===== config.mk =====
export PLATFORM = sky130hd
export DESIGN_NAME = irq_route_ctrl
export DESIGN_NICKNAME = d
export VERILOG_FILES = /design/src/rtl/irq_route_pkg.sv /design/src/rtl/irq_cfg_bank.sv /design/src/rtl/irq_route_merge.sv /design/src/rtl/irq_prio_pick.sv /design/src/rtl/irq_route_ctrl.sv
export SDC_FILE = /design/constraint.sdc
export NUM_CORES = 1
export LEC_CHECK = 0
export ABC_AREA = 1
export CORE_MARGIN = 4
export CORE_UTILIZATION = 29
export CTS_BUF_LIST = sky130_fd_sc_hd__clkbuf_8
export DETAILED_ROUTE_END_ITERATION = 7
export PLACE_DENSITY = 0.5
export SLEW_MARGIN = 20
export SYNTH_ARGS = -nofsm -noshare
export SYNTH_HDL_FRONTEND = slang
export SYNTH_SLANG_ARGS = --single-unit

===== constraint.sdc =====
create_clock -name clk -period 6 [get_ports clk]
set_clock_uncertainty 0.15 [all_clocks]
set_input_delay 1.2 -clock clk [delete_from_list [all_inputs] [get_ports clk]]
set_output_delay 1.2 -clock clk [all_outputs]
set_load 0.01 [all_outputs]

===== src/rtl/irq_route_pkg.sv =====
package irq_route_pkg;

    typedef enum logic {
        LAYOUT_LEGACY = 1'b0,
        LAYOUT_ROUTED = 1'b1
    } layout_e;

    localparam int CTL_W       = 7;
    localparam int ADDR_W      = 8;
    localparam int SEL_IDX_W   = 6;
    localparam int CORE_LSB    = 4;
    localparam logic [ADDR_W-1:0] CORE_BANK_BASE = 8'h80;

    typedef struct packed {
        logic                 pend;
        logic [SEL_IDX_W-1:0] idx;
    } sel_t;

    function automatic logic [CTL_W-1:0] ctl_mask(layout_e l);
        return (l == LAYOUT_ROUTED) ? 7'h60 : 7'h7f;
    endfunction

    function automatic int irq_pos(layout_e l);
        return (l == LAYOUT_ROUTED) ? 5 : 6;
    endfunction

    function automatic int fiq_pos(layout_e l);
        return (l == LAYOUT_ROUTED) ? 6 : 5;
    endfunction

    function automatic logic [ADDR_W-1:0] sel_word(layout_e l);
        return (l == LAYOUT_ROUTED) ? 8'h41 : 8'h43;
    endfunction

endpackage


===== src/rtl/irq_cfg_bank.sv =====
module irq_cfg_bank
    import irq_route_pkg::*;
#(
    parameter int NSRC = 64,
    parameter int NCORE = 4,
    parameter logic [CTL_W-1:0] CTL_MASK = 7'h60
) (
    input  logic                              clk,
    input  logic                              rst,
    input  logic                              we,
    input  logic [ADDR_W-1:0]                 addr,
    input  logic [31:0]                       wdata,
    output logic [NSRC-1:0][CTL_W-1:0]        ctl_q,
    output logic [NSRC-1:0][NCORE-1:0]        core_q
);

    for (genvar i = 0; i < NSRC; i++) begin : g_src
        localparam logic [ADDR_W-1:0] CTL_ADDR  = ADDR_W'(i);
        localparam logic [ADDR_W-1:0] CORE_ADDR = CORE_BANK_BASE + ADDR_W'(i);
        logic [CTL_W-1:0] ctl_r;
        logic [NCORE-1:0] core_r;

        always_ff @(posedge clk) begin
            if (rst) begin
                ctl_r  <= '0;
                core_r <= '0;
            end else if (we) begin
                if (addr == CTL_ADDR)
                    ctl_r <= wdata[CTL_W-1:0] & CTL_MASK;
                if (addr == CORE_ADDR)
                    core_r <= wdata[CORE_LSB +: NCORE];
            end
        end

        assign ctl_q[i]  = ctl_r;
        assign core_q[i] = core_r;
    end

endmodule


===== src/rtl/irq_route_merge.sv =====
module irq_route_merge
    import irq_route_pkg::*;
#(
    parameter int NSRC = 64,
    parameter int NCORE = 4,
    parameter int IRQ_POS = 5,
    parameter int FIQ_POS = 6
) (
    input  logic [NSRC-1:0]                src,
    input  logic [NSRC-1:0][CTL_W-1:0]     ctl,
    input  logic [NSRC-1:0][NCORE-1:0]     core_en,
    output logic                           irq,
    output logic                           fiq,
    output logic [NCORE-1:0]               core_irq,
    output logic [NSRC-1:0]                act
);

    always_comb begin
        irq      = 1'b0;
        fiq      = 1'b0;
        core_irq = '0;
        act      = '0;
        for (int i = 0; i < NSRC; i++) begin
            act[i]   = src[i] & (ctl[i][IRQ_POS] | ctl[i][FIQ_POS]);
            irq      = irq | (src[i] & ctl[i][IRQ_POS]);
            fiq      = fiq | (src[i] & ctl[i][FIQ_POS]);
            core_irq = core_irq | ({NCORE{src[i]}} & core_en[i]);
        end
    end

endmodule


===== src/rtl/irq_prio_pick.sv =====
module irq_prio_pick #(
    parameter int NSRC = 64,
    parameter int IDX_W = 6
) (
    input  logic [NSRC-1:0]  req,
    output logic             any,
    output logic [IDX_W-1:0] idx
);

    always_comb begin
        idx = '0;
        for (int i = NSRC - 1; i >= 0; i--) begin
            if (req[i])
                idx = IDX_W'(i);
        end
        any = |req;
    end

endmodule


===== src/rtl/irq_route_ctrl.sv =====
module irq_route_ctrl
    import irq_route_pkg::*;
#(
    parameter int NSRC = 64,
    parameter int NCORE = 4,
    parameter layout_e LAYOUT = LAYOUT_ROUTED
) (
    input  logic              clk,
    input  logic              rst,
    input  logic [NSRC-1:0]   src_i,
    input  logic [7:0]        reg_addr,
    input  logic              reg_we,
    input  logic [31:0]       reg_wdata,
    output logic [31:0]       reg_rdata,
    output logic              irq_o,
    output logic              fiq_o,
    output logic [NCORE-1:0]  core_irq_o
);

    localparam int IDX_W = (NSRC > 1) ? $clog2(NSRC) : 1;
    localparam logic [CTL_W-1:0]  MASK = ctl_mask(LAYOUT);
    localparam logic [ADDR_W-1:0] SEL_ADDR = sel_word(LAYOUT);

    logic [NSRC-1:0][CTL_W-1:0] ctl_q;
    logic [NSRC-1:0][NCORE-1:0] core_q;
    logic [NSRC-1:0]            act_vec;
    logic                       pick_any;
    logic [IDX_W-1:0]           pick_idx;
    sel_t                       sel;

    irq_cfg_bank #(.NSRC(NSRC), .NCORE(NCORE), .CTL_MASK(MASK)) u_bank (
        .clk(clk), .rst(rst), .we(reg_we), .addr(reg_addr),
        .wdata(reg_wdata), .ctl_q(ctl_q), .core_q(core_q)
    );

    irq_route_merge #(.NSRC(NSRC), .NCORE(NCORE),
                      .IRQ_POS(irq_pos(LAYOUT)), .FIQ_POS(fiq_pos(LAYOUT))) u_merge (
        .src(src_i), .ctl(ctl_q), .core_en(core_q),
        .irq(irq_o), .fiq(fiq_o), .core_irq(core_irq_o), .act(act_vec)
    );

    irq_prio_pick #(.NSRC(NSRC), .IDX_W(IDX_W)) u_pick (
        .req(act_vec), .any(pick_any), .idx(pick_idx)
    );

    always_comb begin
        sel.pend = pick_any;
        sel.idx  = SEL_IDX_W'(pick_idx);
    end

    always_comb begin
        reg_rdata = '0;
        if (int'(reg_addr) < NSRC) begin
            reg_rdata[CTL_W-1:0] = ctl_q[reg_addr[IDX_W-1:0]];
        end else if (reg_addr >= CORE_BANK_BASE &&
                     int'(reg_addr) < int'(CORE_BANK_BASE) + NSRC) begin
            reg_rdata[CORE_LSB +: NCORE] = core_q[IDX_W'(reg_addr - CORE_BANK_BASE)];
        end else if (reg_addr == SEL_ADDR) begin
            reg_rdata[SEL_IDX_W:0] = sel;
        end
    end

endmodule


[Word level (Yosys, flattened, before mapping)]
Cells that the tools add are included.
Word-level totals
  flip-flop bits (word level): 384
  input port bits: 107
  output and inout bits: 38
Cells by class
  $add $sub $neg: 1
  magnitude comparators: 5
  equality and inequality tests: 128
  muxes and demuxes: 74
  bitwise logic cells: 509
  reduce and logical (&&, ||, !) cells: 131
Operators by type and width (number)
  $eq 8x8->1 const B: 64
  $mux 6: 64
  $and 4x4->4: 64
  $eq 8x6->1 const B: 32
  $reduce_and 2->1: 128
  $or 4x4->4: 63
  $and 1x1->1: 192
  $or 1x1->1: 190
  $eq 8x5->1 const B: 16
  $eq 8x4->1 const B: 8
  $reduce_or 64->1: 1
  $bmux 7 s6: 1
  $eq 8x3->1 const B: 4
  $bmux 4 s6: 1
  $mux 7: 3
  $eq 8x2->1 const B: 2
  $lt 6x7->1 const B: 2
  $eq 8x1->1 const B: 1
  $eq 8x7->1 const B: 1
  $ge 8x8->1 const B: 1
  $logic_not 8->1: 1
  $lt 8x7->1 const B: 1
  $lt 8x8->1 const B: 1
  $mux 4: 2
  other kinds (4): 5

[Logic depth before layout (Yosys ltp)]
Gate-level depths: netlist of run 1.
  depth after elaboration: 69
  mapped depth: 64
  depth with buffers taken out: 64

[Hierarchy]
A second synthesis of run 1 with hierarchy kept.
Second synthesis, totals
  cells, all modules: 5355
  area, all modules: 29079.1 µm²
Modules (own cells, without submodules)
  irq_cfg_bank: times used 1, cells each 2567, area an instance 17443.0 µm²
  irq_route_ctrl: times used 1, cells each 1775, area an instance 7541.0 µm²
  irq_route_merge: times used 1, cells each 778, area an instance 3070.4 µm²
  irq_prio_pick: times used 1, cells each 235, area an instance 1024.7 µm²

[Least setup slack after synthesis of run 1]
Ideal clock, no wire load.
  kind: in2out
  start: in src_i[63]
  end: out reg_rdata[0]
  data arrival time: 4.066 ns
  path slack: 0.584 ns
  cell stages on the path: 64
  buffers on the path: 0
  cell sequence: nand2_1 -> nand2_1 -> nand2_1 -> nand2_1 -> nand2_1 -> nand2_1 -> nand2_1 -> nand2_1 -> nand2_1 -> nand2_1 -> nand2_1 -> nand2_1 -> nand2_1 -> nand2_1 -> nand2_1 -> nand2_1 -> nand2_1 -> nand2_1 -> [28 not listed] -> nand2_1 -> nand2_1 -> nand2_1 -> nand2_1 -> nand2_1 -> nand2_1 -> nand2_1 -> nand2_1 -> nand2_1 -> nand2_1 -> nand2_1 -> nand2_1 -> nand2_1 -> nand2_1 -> nand2_1 -> nand2_1 -> nand2_1 -> a21oi_2
On the way
  cells in the longest elaborated chain, start to end: 68
Ends and longest elaborated chain
  start: declaration: line irq_route_ctrl.sv:10  | input logic [NSRC-1:0] src_i,
  $and 1x1->1: line irq_route_merge.sv:24  | act[i] = src[i] & (ctl[i][IRQ_POS] | ctl[i][FIQ_POS]);
  $mux 6 (64 in series): line irq_prio_pick.sv:13  | if (req[i])
  $mux 7: line irq_route_ctrl.sv:58  | end else if (reg_addr == SEL_ADDR) begin
  $mux 4: line irq_route_ctrl.sv:55  | end else if (reg_addr >= CORE_BANK_BASE &&
  $mux 7: line irq_route_ctrl.sv:53  | if (int'(reg_addr) < NSRC) begin
  end: declaration: line irq_route_ctrl.sv:14  | output logic [31:0] reg_rdata,
No other way between the ends.

[Worst setup path in the final report of run 1]
Same ends and word-level chain as after synthesis.

==> results of run 1 <==
power breakdown:
group | internal [mW] | total, mW | leakage, nW | switching, mW
logic | 0.156 | 0.551 | 5.41 | 0.395
registers | 2.56 | 2.56 | 3.09 | 0.00425
clock network | 1.49 | 2.73 | 0.868 | 1.24
total | 4.20 | 5.84 | 9.37 | 1.64
flip-flops by register name, indices dropped and copies added, names as in the netlist:
register and flops:
u_bank.g_src.core_r 256, u_bank.g_src.ctl_r 128
final cells by class:
class | count | area [um2]
Antenna cell | 4 | 10.0
Clock buffer | 98 | 1350
Clock inverter | 31 | 151
Fill cell | 7656 | 44400
Inverter | 350 | 1310
Multi-Input combinational cell | 2279 | 10900
Sequential cell | 384 | 7690
Tap cell | 940 | 1180
Timing Repair Buffer | 320 | 2860
kinds of logic (layout without fill, tap and decap cells):
logic type             after synthesis  in the layout  synth area share
and+or+nand+nor                   1668           1668             0.329
AOI/OAI and AO/OA                  587            587             0.195
buffers and inverters              515            799            0.0994
DFF                                384            384             0.376
other                                1             28          0.000184
path summary, 6_finish.rpt:
kind | slack (ns) | from | cells after the start | end
worst max register to register | 4.97 | u_bank.g_src[61].ctl_r[5] | 3 | u_bank.g_src[61].ctl_r[5]
worst min register to register | 0.33 | u_bank.g_src[54].core_r[3] | 2 | u_bank.g_src[54].core_r[3]
worst min-delay path | 0.33 | u_bank.g_src[54].core_r[3] | 2 | u_bank.g_src[54].core_r[3]
worst max-delay path | -0.45 | src_i[63] | 66 | reg_rdata[0]
metal layers:
metal / wire [um] / vias up / part of all wire
li1: - / 11000 / -
met1: 44500 / 11000 / 0.43
met2: 43500 / 1210 / 0.42
met3: 10100 / 222 / 0.098
met4: 4440 / 2 / 0.043
met5: 13 / - / 0.00013
cells in the final DEF (no fill, tap or decap), drive strengths merged, types with 35 or more instances in the layout:
cell type,Yosys,final
a211oi,87,87
a21oi,189,189
a22oi,132,132
buf,57,238
clkbuf,108,99
clkdlybuf4s50,0,74
dfxtp,384,384
inv,350,375
nand2,709,709
nand4,59,59
nor2,669,669
nor3,191,191
o221ai,35,35
timing repair:
action	4_1_cts	5_1_grt
pin swaps	20	9
resized for setup	43	27
setup buffers	7	1
endpoints found under the hold margin	0	0
endpoints found under the setup margin	4	6
worst max-delay path: cells and delay by family:
family | cells | cell delay (ns)
simple gates | 63 | 3.55
buf+inv | 2 | 0.25
compound gates | 1 | 0.04
==> summary.txt, run 1 <==
Placed design
  – Final HPWL DP: 75200 um
  – DP Cell Count: 4265
  – GPL Wtd Cong: 0.980
  – Port bufs: 92
  – DP Worst Slack: -1.43 ns
  – Placed inst area: 23800 um2

Timing
  – Fmax: 0.155 GHz
  – RSZ-0062 raised after global routing: true
  – Final worst slack: -0.448 ns
  – Slew @ Worst Pin: 1.10 ns
  – Hold Slack: 0.327 ns
  – Tmin final: 6.45 ns
  – Fin crit share: 1.07
  – Final Slew Violations: 0
  – Slew margin rel.: 0.268
  – Final Hold Vio Count: 0
  – Final setup TNS: -0.448 ns
  – Final setup vio count: 1

Die
  – Die width: 273 um
  – Die area: 74700 um2
  – Num ports: 145
  – # rows: 97
  – Core area: 69900 um2
  – Starting Density: 0.292
  – Die Span Y: 273 um

CTS
  – CTS root buf: clkbuf_8
  – Num CTS Buffers: 73
  – Cts-stage hold buffer count: 0
  – CTS H-tree depth: 3
  – Clk slew on worst S/H paths: 0.06 ns
  – CTS tree: yes
  – # clock sinks: 384
  – Bufs on Longest Clock Path: 3
  – Worst skew pair latency: 0.65 ns

Final layout
  – Final core occ: 0.364
  – Post-route cell area: 25500 um2
  – Area grow syn2layout: 24.7%
  – Fin nets: 3515
  – Share of layout cells above drive strength 1: 0.144
  – Finished Layout Cells: 4406

Status
  – Failing checks: setup timing
  – Status: finished, violations left

Min path
  – Hold Path Class: flop to flop

Setup path
  – Crit path required time: 4.65 ns
  – Largest stage delay, worst path: 0.14 ns
  – Slowest CP cell: buf_2
  – Critical-path maximum fanout: 3
  – Arrival @ worst endpoint: 5.10 ns
  – Critical Path Source Type: primary input
  – CP endpoint kind: output port
  – Most used cell, CP: nand2_1
  – WS Path Type: primary input to output port

Global routing
  – GR Util met2: 0.399
  – GRT met1 Usage: 0.367
  – Vias in the first global route: 21700
  – Largest net degree at the start of global routing: 135
  – Top Usage Layer GRT: met2
  – Tot GR Track Use: 0.265
  – Grt ovf: 0
  – First-pass GRT wire length: 147000 um
  – Met3 Usage GRT: 0.0586
  – Initial antenna violation count: 5

Logic synthesis
  – Top FF cell, synth: dfxtp_1
  – Syn Inst Count: 3155
  – Post-synth top area share: 0.376
  – Share of flip-flops with an asynchronous set or reset: 0
  – Synth cell count leaders: 709 x nand2_1, 669 x nor2_1, 384 x dfxtp_1, 228 x inv_1, 191 x nor3_1
  – Yosys reg bits: 384
  – Synth unique cells: 42
  – Yosys warning count: 0
  – Register area share after synthesis: 0.376
  – Mapped cell area: 20400 um2
  – Area contributors post-synth: dfxtp_1 38%, nand2_1 13%, nor2_1 12%, a22oi_1 4.9%, nor3_1 4.7%
  – Avg Cell Area, Syn: 6.47 um2
  – Count leader, synth: nand2_1
  – Post-synth EDFFs: 0
  – Synth area leader: dfxtp_1

Pwr
  – PD cells: 229 nW/um2
  – Leakage: 9.37 nW
  – Tot Pwr: 5.84 mW
  – Peak supply drop: 0.000127 V

Route
  – Drt wl/cell: 23.3 um
  – First-pass iteration count of the detailed router: 6
  – Drt via density: 5.32
  – WL final: 102000 um
  – Via count: 23400
  – Routed Antenna Nets: 0
  – DRC viols: 0
  – Iter 0 DRT Violations: 2759

Job
  – Max-cap violations: 0
Note: power is estimated with default switching activity, not from simulation.
==> run 2, diff against run 1 <==
--- a/config.mk
+++ b/config.mk
@@ -10,7 +10,9 @@
 export CORE_UTILIZATION = 29
 export CTS_BUF_LIST = sky130_fd_sc_hd__clkbuf_8
 export DETAILED_ROUTE_END_ITERATION = 7
+export HOLD_SLACK_MARGIN = 0.02
 export PLACE_DENSITY = 0.5
+export SKIP_CTS_REPAIR_TIMING = 1
 export SLEW_MARGIN = 20
 export SYNTH_ARGS = -nofsm -noshare
 export SYNTH_HDL_FRONTEND = slang
==> run 2 against run 1 <==
Net effect: the run still ends with setup timing left; via count shrank 0.50%; clock-buffer cell count is the same; sequential power is essentially flat; non-clock buffer count shrank 7; total power is essentially flat; final cell count shrank 0.16%; global-route usage is essentially flat; final area shrank 0.28%; combinational power is essentially flat; largest cell class unchanged; largest power group unchanged.
==> summary.txt, run 2 (same netlist as run 1, synthesis figures left out) <==
Status
  – Status: finished, violations left (unchanged)
  – Failing checks: setup timing (unchanged)

Die
  – Num ports: 145 (unchanged)
  – Core area: 69900 um2 (unchanged)
  – Die area: 74700 um2 (unchanged)
  – Starting Density: 0.292 (unchanged)
  – Die width: 273 um (unchanged)
  – Die Span Y: 273 um (unchanged)
  – # rows: 97 (unchanged)

Min path
  – Hold Path Class: flop to flop (unchanged)
  – Hold Path Stages: 2 (unchanged)

Timing
  – Slew @ Worst Pin: 1.11 ns (was 1.10 ns)
  – RSZ-0062 raised after global routing: true (unchanged)
  – Fin crit share: 1.08 (was 1.07)
  – Final Slew Violations: 0 (unchanged)
  – Final Hold Vio Count: 0 (unchanged)
  – Slew margin rel.: 0.260 (was 0.268)
  – Fmax: 0.154 GHz (was 0.155 GHz)
  – Final worst slack: -0.477 ns (was -0.448 ns)
  – Final setup vio count: 1 (unchanged)
  – Tmin final: 6.48 ns (was 6.45 ns)

Pwr
  – Leakage: 9.40 nW (was 9.37 nW)
  – Peak supply drop: 0.000126 V (was 0.000127 V)
  – PD cells: 230 nW/um2 (was 229 nW/um2)
  – Tot Pwr: 5.84 mW (about the same)

CTS
  – CTS tree: yes (unchanged)
  – # clock sinks: 384 (unchanged)
  – Worst skew pair latency: 0.64 ns (was 0.65 ns)
  – Num CTS Buffers: 73 (unchanged)
  – CTS root buf: clkbuf_8 (unchanged)
  – Clk slew on worst S/H paths: 0.06 ns (about the same)
  – CTS H-tree depth: 3 (unchanged)
  – Bufs on Longest Clock Path: 3 (unchanged)

Global routing
  – Tot GR Track Use: 0.265 (about the same)
  – Largest net degree at the start of global routing: 135 (unchanged)
  – First-pass GRT wire length: 147000 um (about the same)
  – Vias in the first global route: 21600 (was 21700)
  – Initial antenna violation count: 6 (was 5)
  – Grt ovf: 0 (unchanged)

Setup path
  – Critical-path maximum fanout: 3 (unchanged)
  – Reg2reg end: u_bank.g_src[61].ctl_r[5] (unchanged)
  – Arrival @ worst endpoint: 5.13 ns (was 5.10 ns)
  – WS Path Type: primary input to output port (unchanged)
  – Worst reg2reg startpoint: u_bank.g_src[61].ctl_r[5] (unchanged)
  – Largest stage delay, worst path: 0.15 ns (was 0.14 ns)
  – Critical Path Source Type: primary input (unchanged)
  – Worst setup path endpoint: reg_rdata[0] (unchanged)
  – Crit path required time: 4.65 ns (about the same)
  – Critical path startpoint: src_i[63] (unchanged)
  – R2R cell count: 3 (unchanged)
  – Slowest CP cell: buf_2 (unchanged)
  – Most used cell, CP: nand2_1 (unchanged)
  – R2R Setup Slk: 4.97 ns (about the same)
  – CP endpoint kind: output port (unchanged)

Route
  – Drt via density: 5.30 (was 5.32)
  – DRC viols: 0 (unchanged)
  – Routed Antenna Nets: 0 (unchanged)
  – Iter 0 DRT Violations: 2913 (was 2759)
  – Drt wl/cell: 23.2 um (was 23.3 um)
  – First-pass iteration count of the detailed router: 6 (unchanged)
  – Via count: 23300 (was 23400)
  – WL final: 102000 um (about the same)

Final layout
  – Max reg flops: 256 (unchanged)
  – Most frequent cells in the layout: 695 x nand2_1, 665 x nor2_1, 384 x dfxtp_1 (was 688 x nand2_1, 667 x nor2_1, 384 x dfxtp_1)
  – Area grow syn2layout: 24.3% (was 24.7%)
  – Commonest non-fill, non-tap cell in the layout: nand2_1 (unchanged)
  – Regs by FF count: u_bank.g_src.core_r x256, u_bank.g_src.ctl_r x128 (unchanged)
  – Fin nets: 3508 (was 3515)
  – Most flop-heavy register: u_bank.g_src.core_r (unchanged)
  – Share of layout cells above drive strength 1: 0.139 (was 0.144)
  – Final core occ: 0.363 (was 0.364)

Job
  – Max-cap violations: 0 (unchanged)

Placed design
  – Port bufs: 92 (unchanged)
  – GPL Wtd Cong: 0.980 (unchanged)
  – Final HPWL DP: 75200 um (unchanged)
run 2: changes by cell type in the layout (fill, tap and decap cells not counted), sizes merged:
cell           previous run  this run
buf                     238       228
clkdlybuf4s15             1         0
dlygate4sd2               5         0
dlymetal6s2s              1        10
run 2: cell type report:
| cell class | instances | area [um2] |
|---|---|---|
| flip-flops and latches | 384 | 7690 |
| clock buffers | 98 | 1350 |
| repair buffers | 313 | 2830 |
| multi-input cells | 2279 | 10900 |
| inverters | 350 | 1310 |
| diodes | 4 | 10.0 |
| clock inverters | 31 | 151 |
| fillers | 7668 | 44500 |
| well taps | 940 | 1180 |
run 2: where the power goes:
part	total [mW]	switching [mW]	leakage, nW	internal [mW]
combinational	0.551	0.394	5.44	0.156
sequential	2.56	0.00424	3.09	2.56
clock	2.73	1.24	0.868	1.49
total	5.84	1.64	9.40	4.20
run 2: worst max-delay path: cells and delay by family:
family / cells / cell delay [ns]
simple gates: 63 / 3.57
buf+inv: 2 / 0.27
compound gates: 1 / 0.04
run 2: worst min-delay path by stage:
stage	end	start	slack, ns
2_1_floorplan	u_bank.g_src[22].core_r[1]	u_bank.g_src[22].core_r[1]	0.30
3_5_place_dp	u_bank.g_src[54].core_r[3]	u_bank.g_src[54].core_r[3]	0.32
6_report	u_bank.g_src[54].core_r[3]	u_bank.g_src[54].core_r[3]	0.33
3_3_place_gp	u_bank.g_src[54].core_r[3]	u_bank.g_src[54].core_r[3]	0.32
4_1_cts	u_bank.g_src[54].core_r[3]	u_bank.g_src[54].core_r[3]	0.33
5_1_grt	u_bank.g_src[62].core_r[3]	u_bank.g_src[62].core_r[3]	0.35
run 2: metal layers:
layer	global-route usage	routed length [um]	up-vias
met5	0	13	-
met4	0.111	4280	2
met3	0.0590	10100	213
met2	0.398	43600	1199
met1	0.366	44300	10900
li1	-	-	11000
run 2: through the flow:
stage	cells	setup TNS (ns)	worst slack, ns	area [um2]	hold slack, ns
after global placement	4265	-1.76	-1.43	23800	0.315
after floorplan	3178	0	0.584	20500	0.299
final	4399	-0.477	-0.477	25400	0.328
after global routing	4397	-1.02	-1.02	25400	0.349
after CTS	4394	-1.90	-1.46	25300	0.326
after detailed placement	4265	-1.81	-1.43	23800	0.315
